File: src/rtl/wdog_keyed_pkg.sv
package wdog_keyed_pkg;
    localparam int WIN_AW = 8;
    localparam int TC_W   = 16;

    localparam logic [WIN_AW-1:0] OFF_RSVD  = 8'h00;
    localparam logic [WIN_AW-1:0] OFF_CTRL  = 8'h04;
    localparam logic [WIN_AW-1:0] OFF_COUNT = 8'h08;
    localparam logic [WIN_AW-1:0] OFF_SVC   = 8'h0C;

    localparam int BIT_EN  = 2;
    localparam int BIT_SEL = 1;
    localparam int BIT_PRE = 0;

    localparam logic [15:0] KEY_ARM  = 16'h556C;
    localparam logic [15:0] KEY_FIRE = 16'hAA39;

    typedef struct packed {
        logic [TC_W-1:0] tc;
        logic            en;
        logic            sel;
        logic            pre;
    } ctrl_t;

    localparam ctrl_t CTRL_RST = '{tc: 16'hFFFF, en: 1'b0, sel: 1'b1, pre: 1'b1};

    typedef enum logic {SEQ_IDLE, SEQ_ARMED} seq_e;

    function automatic logic [31:0] ctrl_word(ctrl_t c);
        logic [31:0] w;
        w = '0;
        w[31:16]   = c.tc;
        w[BIT_EN]  = c.en;
        w[BIT_SEL] = c.sel;
        w[BIT_PRE] = c.pre;
        return w;
    endfunction
endpackage

File: src/rtl/wdog_regs.sv
module wdog_regs
    import wdog_keyed_pkg::*;
(
    input  logic              clk,
    input  logic              rst_n,
    input  logic              bus_req,
    input  logic              bus_wr,
    input  logic [WIN_AW-1:0] bus_addr,
    input  logic [31:0]       bus_wdata,
    input  logic [3:0]        bus_be,
    input  logic [TC_W-1:0]   cnt_val,
    output ctrl_t             ctrl,
    output logic [TC_W-1:0]   ctrl_next_tc,
    output logic              ctrl_wr,
    output logic              locked,
    output logic              svc_wr,
    output logic [15:0]       svc_data,
    output logic [31:0]       rdata
);
    localparam int WORD_AW = WIN_AW - 2;

    typedef struct packed {
        ctrl_t       ctrl;
        logic        locked;
        logic [31:0] rdata;
    } regs_st_t;

    regs_st_t s_d, s_q;
    ctrl_t    merged;
    logic [WORD_AW-1:0] waddr;
    logic hit_ctrl, hit_svc, is_rd;
    logic unused_bits;

    assign waddr       = bus_addr[WIN_AW-1:2];
    assign unused_bits = ^{bus_wdata[15:3], bus_be[1], bus_addr[1:0]};

    always_comb begin
        s_d      = s_q;
        merged   = s_q.ctrl;
        ctrl_wr  = 1'b0;
        hit_ctrl = bus_req && bus_wr && (waddr == OFF_CTRL[WIN_AW-1:2]);
        hit_svc  = bus_req && bus_wr && (waddr == OFF_SVC[WIN_AW-1:2]);
        is_rd    = bus_req && !bus_wr;

        if (hit_ctrl && !s_q.locked && (|bus_be)) begin
            if (bus_be[3]) merged.tc[15:8] = bus_wdata[31:24];
            if (bus_be[2]) merged.tc[7:0]  = bus_wdata[23:16];
            if (bus_be[0]) begin
                merged.en  = bus_wdata[BIT_EN];
                merged.sel = bus_wdata[BIT_SEL];
                merged.pre = bus_wdata[BIT_PRE];
            end
            ctrl_wr    = 1'b1;
            s_d.ctrl   = merged;
            s_d.locked = 1'b1;
        end

        svc_wr   = hit_svc && (&bus_be[3:2]);
        svc_data = bus_wdata[31:16];

        if (is_rd) begin
            if (waddr == OFF_CTRL[WIN_AW-1:2])
                s_d.rdata = ctrl_word(s_q.ctrl);
            else if (waddr == OFF_COUNT[WIN_AW-1:2])
                s_d.rdata = {{(32-TC_W){1'b0}}, cnt_val};
            else
                s_d.rdata = '0;
        end
    end

    always_ff @(posedge clk or negedge rst_n) begin
        if (!rst_n) begin
            s_q.ctrl   <= CTRL_RST;
            s_q.locked <= 1'b0;
            s_q.rdata  <= '0;
        end else begin
            s_q <= s_d;
        end
    end

    assign ctrl         = s_q.ctrl;
    assign ctrl_next_tc = merged.tc;
    assign locked       = s_q.locked;
    assign rdata        = s_q.rdata;
endmodule

File: src/rtl/wdog_svc_seq.sv
module wdog_svc_seq
    import wdog_keyed_pkg::*;
(
    input  logic        clk,
    input  logic        rst_n,
    input  logic        svc_wr,
    input  logic [15:0] svc_data,
    output logic        svc_ok
);
    seq_e st_d, st_q;

    always_comb begin
        st_d   = st_q;
        svc_ok = 1'b0;
        if (svc_wr) begin
            if (st_q == SEQ_ARMED && svc_data == KEY_FIRE) begin
                svc_ok = 1'b1;
                st_d   = SEQ_IDLE;
            end else if (svc_data == KEY_ARM) begin
                st_d = SEQ_ARMED;
            end else begin
                st_d = SEQ_IDLE;
            end
        end
    end

    always_ff @(posedge clk or negedge rst_n) begin
        if (!rst_n) st_q <= SEQ_IDLE;
        else        st_q <= st_d;
    end
endmodule

File: src/rtl/wdog_countdown.sv
module wdog_countdown
    import wdog_keyed_pkg::*;
#(
    parameter int PRE_LOG2 = 16
) (
    input  logic            clk,
    input  logic            rst_n,
    input  logic            load,
    input  logic [TC_W-1:0] load_val,
    input  logic            run,
    input  logic            pre_en,
    output logic [TC_W-1:0] cnt,
    output logic            expire
);
    localparam int PW = (PRE_LOG2 < 1) ? 1 : PRE_LOG2;

    typedef struct packed {
        logic [TC_W-1:0] cnt;
        logic [PW-1:0]   pre;
    } cd_st_t;

    cd_st_t s_d, s_q;
    logic   tick;

    always_comb begin
        s_d    = s_q;
        expire = 1'b0;
        tick   = run && (!pre_en || (&s_q.pre));
        if (load) begin
            s_d.cnt = load_val;
            s_d.pre = '0;
        end else if (run) begin
            s_d.pre = s_q.pre + 1'b1;
            if (tick) begin
                if (s_q.cnt <= TC_W'(1)) begin
                    expire  = 1'b1;
                    s_d.cnt = load_val;
                end else begin
                    s_d.cnt = s_q.cnt - 1'b1;
                end
            end
        end
    end

    always_ff @(posedge clk or negedge rst_n) begin
        if (!rst_n) begin
            s_q.cnt <= CTRL_RST.tc;
            s_q.pre <= '0;
        end else begin
            s_q <= s_d;
        end
    end

    assign cnt = s_q.cnt;
endmodule

File: src/rtl/wdog_keyed.sv
module wdog_keyed
    import wdog_keyed_pkg::*;
#(
    parameter int PRE_LOG2 = 16
) (
    input  logic              clk,
    input  logic              rst_n,
    input  logic              bus_req,
    input  logic              bus_wr,
    input  logic [WIN_AW-1:0] bus_addr,
    input  logic [31:0]       bus_wdata,
    input  logic [3:0]        bus_be,
    output logic [31:0]       bus_rdata,
    output logic              wdog_rst_req,
    output logic              wdog_irq
);
    typedef struct packed {
        logic rst_req;
        logic irq;
    } out_st_t;

    ctrl_t           ctrl;
    logic [TC_W-1:0] ctrl_next_tc;
    logic            ctrl_wr, locked, svc_wr, svc_ok, expire;
    logic [15:0]     svc_data;
    logic [TC_W-1:0] cnt;
    logic [TC_W-1:0] reload_val;
    out_st_t         o_d, o_q;

    wdog_regs u_regs (
        .clk          (clk),
        .rst_n        (rst_n),
        .bus_req      (bus_req),
        .bus_wr       (bus_wr),
        .bus_addr     (bus_addr),
        .bus_wdata    (bus_wdata),
        .bus_be       (bus_be),
        .cnt_val      (cnt),
        .ctrl         (ctrl),
        .ctrl_next_tc (ctrl_next_tc),
        .ctrl_wr      (ctrl_wr),
        .locked       (locked),
        .svc_wr       (svc_wr),
        .svc_data     (svc_data),
        .rdata        (bus_rdata)
    );

    wdog_svc_seq u_seq (
        .clk      (clk),
        .rst_n    (rst_n),
        .svc_wr   (svc_wr),
        .svc_data (svc_data),
        .svc_ok   (svc_ok)
    );

    assign reload_val = ctrl_wr ? ctrl_next_tc : ctrl.tc;

    wdog_countdown #(.PRE_LOG2(PRE_LOG2)) u_cd (
        .clk      (clk),
        .rst_n    (rst_n),
        .load     (ctrl_wr || svc_ok),
        .load_val (reload_val),
        .run      (ctrl.en),
        .pre_en   (ctrl.pre),
        .cnt      (cnt),
        .expire   (expire)
    );

    always_comb begin
        o_d         = o_q;
        o_d.rst_req = expire && ctrl.sel;
        if (svc_ok)
            o_d.irq = 1'b0;
        else if (expire && !ctrl.sel)
            o_d.irq = 1'b1;
    end

    always_ff @(posedge clk or negedge rst_n) begin
        if (!rst_n) o_q <= '0;
        else        o_q <= o_d;
    end

    assign wdog_rst_req = o_q.rst_req;
    assign wdog_irq     = o_q.irq;
endmodule

File: config.mk
export PLATFORM = sky130hd
export DESIGN_NAME = wdog_keyed
export DESIGN_NICKNAME = d
export VERILOG_FILES = /design/src/rtl/wdog_keyed_pkg.sv /design/src/rtl/wdog_regs.sv /design/src/rtl/wdog_svc_seq.sv /design/src/rtl/wdog_countdown.sv /design/src/rtl/wdog_keyed.sv
export SDC_FILE = /design/constraint.sdc
export NUM_CORES = 1
export LEC_CHECK = 0
export BUFFER_PORTS_ARGS = -buffer_cell sky130_fd_sc_hd__buf_2
export CORE_UTILIZATION = 45
export CTS_CLUSTER_DIAMETER = 100
export DETAILED_ROUTE_END_ITERATION = 8
export MAX_ROUTING_LAYER = met4
export PLACE_DENSITY = 0.66
export SYNTH_ARGS = -nofsm -noshare
export SYNTH_HDL_FRONTEND = slang
export SYNTH_HIERARCHICAL = 1
export SYNTH_SLANG_ARGS = --single-unit
File: constraint.sdc
create_clock -name clk -period 5.9 [get_ports clk]
set_input_delay 0.59 -clock clk [delete_from_list [all_inputs] [get_ports clk]]
set_output_delay 0.59 -clock clk [all_outputs]
set_load 0.05 [all_outputs]
==> metrics.txt <==
status=finished clean; Primary FF master, synth=dfrtp_1; WL final=11.1 mm; Final #Nets=approximately 580; H-tree levels=3; CP Data Arrival Time=~3.8 ns; number of buffers and inverters on the critical path=3; Post-CTS Setup Repair Bufs=0; Tcrit/Tclk final=60.0%; drt pass-1 iters=4; most frequent cells in the layout=nand2_1 (79), buf_2 (65), dfrtp_1 (53); Inserted Diodes=0; clock-pin slew on the worst setup and hold paths=0.09 ns; DP HPWL=a little under 8 mm; synthesized flop and latch total=87; Max VDD drop=around 0.12 mV; Seq pwr share=around 56%; CTS buffer count=9; setup_tns=0 ns; RSZ-0062 raised after global routing=no; Initial Utilization=around 46%; Avg Cell Area, Syn=10.2 um^2; fin crit period=between 3 and 4 ns; Worst EP required=around 6 ns; Pwr Density=199 mW/mm^2; first-pass GRT wire length=18.6 mm; share of the synthesized area in the top cell type=between 20% and 30%; Syn Inst Count=496; share of cells above drive strength 1=35.3%; most frequent CP cell=buf_4; final RePlAce weighted congestion=roughly 0.92; die span in x=108 um; Post-synth EDFFs=0; vias per inst=5.47; power share of the combinational group=5.1%; Sw Share=23.8%; Worst-Skew Late Latency=0.36 ns; Post-route DRC=0; hold_buf cts=0; Crit path max-delay family=simple AND/OR/NAND/NOR gates; Setup Skew=0.0118 ns; Critical Path End Type=flop; crit-path max FO=26; largest area contributor in the netlist=dfrtp_1; Crit-path slowest cell=nor2b_1; number of global-route vias before repair=3,701; I/O Buffers=66; full die area=~0.012 mm^2; grt ovf=0; Wirelength per Cell=between 15 and 20 um; Cell Int Power=~0.00083 W; Synth area leaders=dfrtp_1 (26%), dfstp_2 (18%), mux2_4 (8.9%), nand2_1 (5.9%), o21ai_0 (5.0%); Sw Pwr=0.000259 W; Fillers=1,004; Core Area=0.0109 mm^2; Hold Crit Class=in2async; largest net degree at the start of global routing=just over 50; post-synth cell types=60; ys async rst share=100%; crit-path max cell delay=roughly 0.55 ns; Final ANT Viol Nets=0; Chip Height=roughly 110 um; max-slew violation count=0; Total Power=0.00108 W; synthesized net count=547; Layout area overhead=7.51%; worst path cell trace=buf_2, nor2b_1, nand2_1, nor4_2, buf_4, or2_1, buf_4, a311o_1, o21ai_0, a22oi_1; Hold Fails Final Rpt=0; DR iter-0 viols=186; Yosys warnings=6; relative slew slack=approximately 55%; max cap viols=0; via count=about 3,700; clk root buf=clkbuf_8; standard-cell rows=38; CTS Sinks=87; Post-Syn Area=just over 0.005 mm^2; CTS tree=done; post-CTS sizing=0; IO Count=82; startpoint type of the worst setup path=primary input; Clock Tree Buf Depth=2; fmax=roughly 0.28 GHz; Final setup violation count=0; antenna violations before repair=0; Worst Tran Pin Value=0.668 ns; critical path class=in2reg; Pleak=2.41 nW; Clock Power Share=between 30% and 40%; most common cell after layout, fill and taps aside=nand2_1; GRT Total Usage=21.1%; sequential-to-total area share from yosys stat=43.8%
-- area by class of cell --
class	instances	area (um^2)	area share, %
timing repair buffer	72	378	6.94
tap	140	175	3.22
multi-input combinational	345	2440	44.8
inverter	9	33.8	0.621
clock buffer	11	141	2.60
sequential	87	2220	40.8
clock inverter	5	57.6	1.06
-- power groups by stage --
stage / Clock (W) / Combinational [W] / Sequential [W]
floorplan: 0 / 0.0000278 / 0.000614
global placement: 0 / 0.0000554 / 0.000614
detailed placement: 0 / 0.0000567 / 0.000614
CTS: 0.000435 / 0.0000567 / 0.000603
global route: 0.000464 / 0.0000626 / 0.000604
finish: 0.000426 / 0.0000558 / 0.000603
-- flip-flops by register name (all words and copies together), names as in the netlist, named ones only --
name,cells
u_regs/ctrl,16
u_cd/cnt,16
u_regs/rdata,32
u_cd/s_q,16
wdog_irq,1
u_regs/locked,1
u_seq/st_q,1
wdog_rst_req,1
-- cell families after synthesis --
logic type | Yosys count | share of synthesized area [%]
compound gates | 86 | 10.5
xor+xnor | 12 | 2.08
fa+ha+maj | 3 | 0.742
buf+inv | 64 | 8.18
flops | 87 | 43.8
mux | 61 | 15.6
simple gates | 183 | 19.1
-- worst reg2reg max path: stages, from the launching register on --
cell and delay [ns]:
dfrtp_1 0.33, inv_1 0.05, or3_1 0.30, nor4_1 0.33, or2_1 0.16, buf_4 0.29
a311o_1 0.56, o21ai_0 0.22, a22oi_1 0.19
-- metal layers --
layer / share of wire [%] / vias to the layer above / routed length (um) / global-route usage [%]
met1: 47 / 1788 / 5170 / 27.0
li1: - / 1776 / - / -
met3: 4.0 / 15 / 446 / 4.28
met4: 1.4 / 0 / 153 / 6.16
met5: 0 / - / 0 / -
met2: 48 / 81 / 5320 / 33.7
-- cells in the mapped netlist, types with 2 or more instances --
master and instances:
nor4_1 10, nand4_4 2, xor2_1 8, a21oi_1 8, nor4_4 2, dfrtp_1 53, buf_6 4, buf_4 32
inv_1 9, or3_1 5, and4_1 2, nand2b_1 4, mux2i_1 9, mux2_2 22, and2_1 2, nor2_1 30
nand3b_1 2, xnor2_1 4, a22oi_1 5, mux2_4 30, dfstp_2 34, buf_2 6, o21ai_0 51, nand2_1 79
clkbuf_1 9, nand4_1 6, nor2b_1 5, nand3_1 7, buf_1 3, or4_1 4, o2bb2ai_1 7, a211oi_1 2
ha_1 3, nor3_1 9, o31ai_1 2, a32oi_1 2
-- final timing paths --
kind                            slack (ns)                           end  cells past startpoint                          from
min in group clk                      0.48                          flop                      2                  bus_wdata[1]
worst min register to register        0.48  u_regs/rdata[11]$_DFFE_PN0P_                      2  u_regs/rdata[11]$_DFFE_PN0P_
worst min-delay path                  0.19       u_cd/s_q[7]$_DFFE_PN0P_                      1                         rst_n
worst max-delay path                  2.36       u_cd/cnt[5]$_DFFE_PN1P_                     10                   bus_addr[2]
max in group asynchronous             4.66   u_regs/rdata[1]$_DFFE_PN0P_                      2                         rst_n
worst max register to register        3.40       u_cd/cnt[5]$_DFFE_PN1P_                      8        u_seq/st_q$_DFFE_PN0P_
-- per-stage QoR --
| stage | utilization [%] | worst slack (ns) | area (um^2) | hold slack, ns | std cells |
|---|---|---|---|---|---|
| after floorplan | - | 2.77 | 5060 | 0.294 | 496 |
| after global placement | 48.2 | 2.07 | 5240 | 0.464 | 653 |
| after detailed placement | 48.2 | 2.03 | 5240 | 0.470 | 653 |
| after CTS | 50.0 | 2.41 | 5440 | 0.192 | 669 |
| after global routing | 50.0 | 2.01 | 5440 | 0.189 | 669 |
| final | 50.0 | 2.36 | 5440 | 0.192 | 669 |
(Power assumes the default switching activity.)
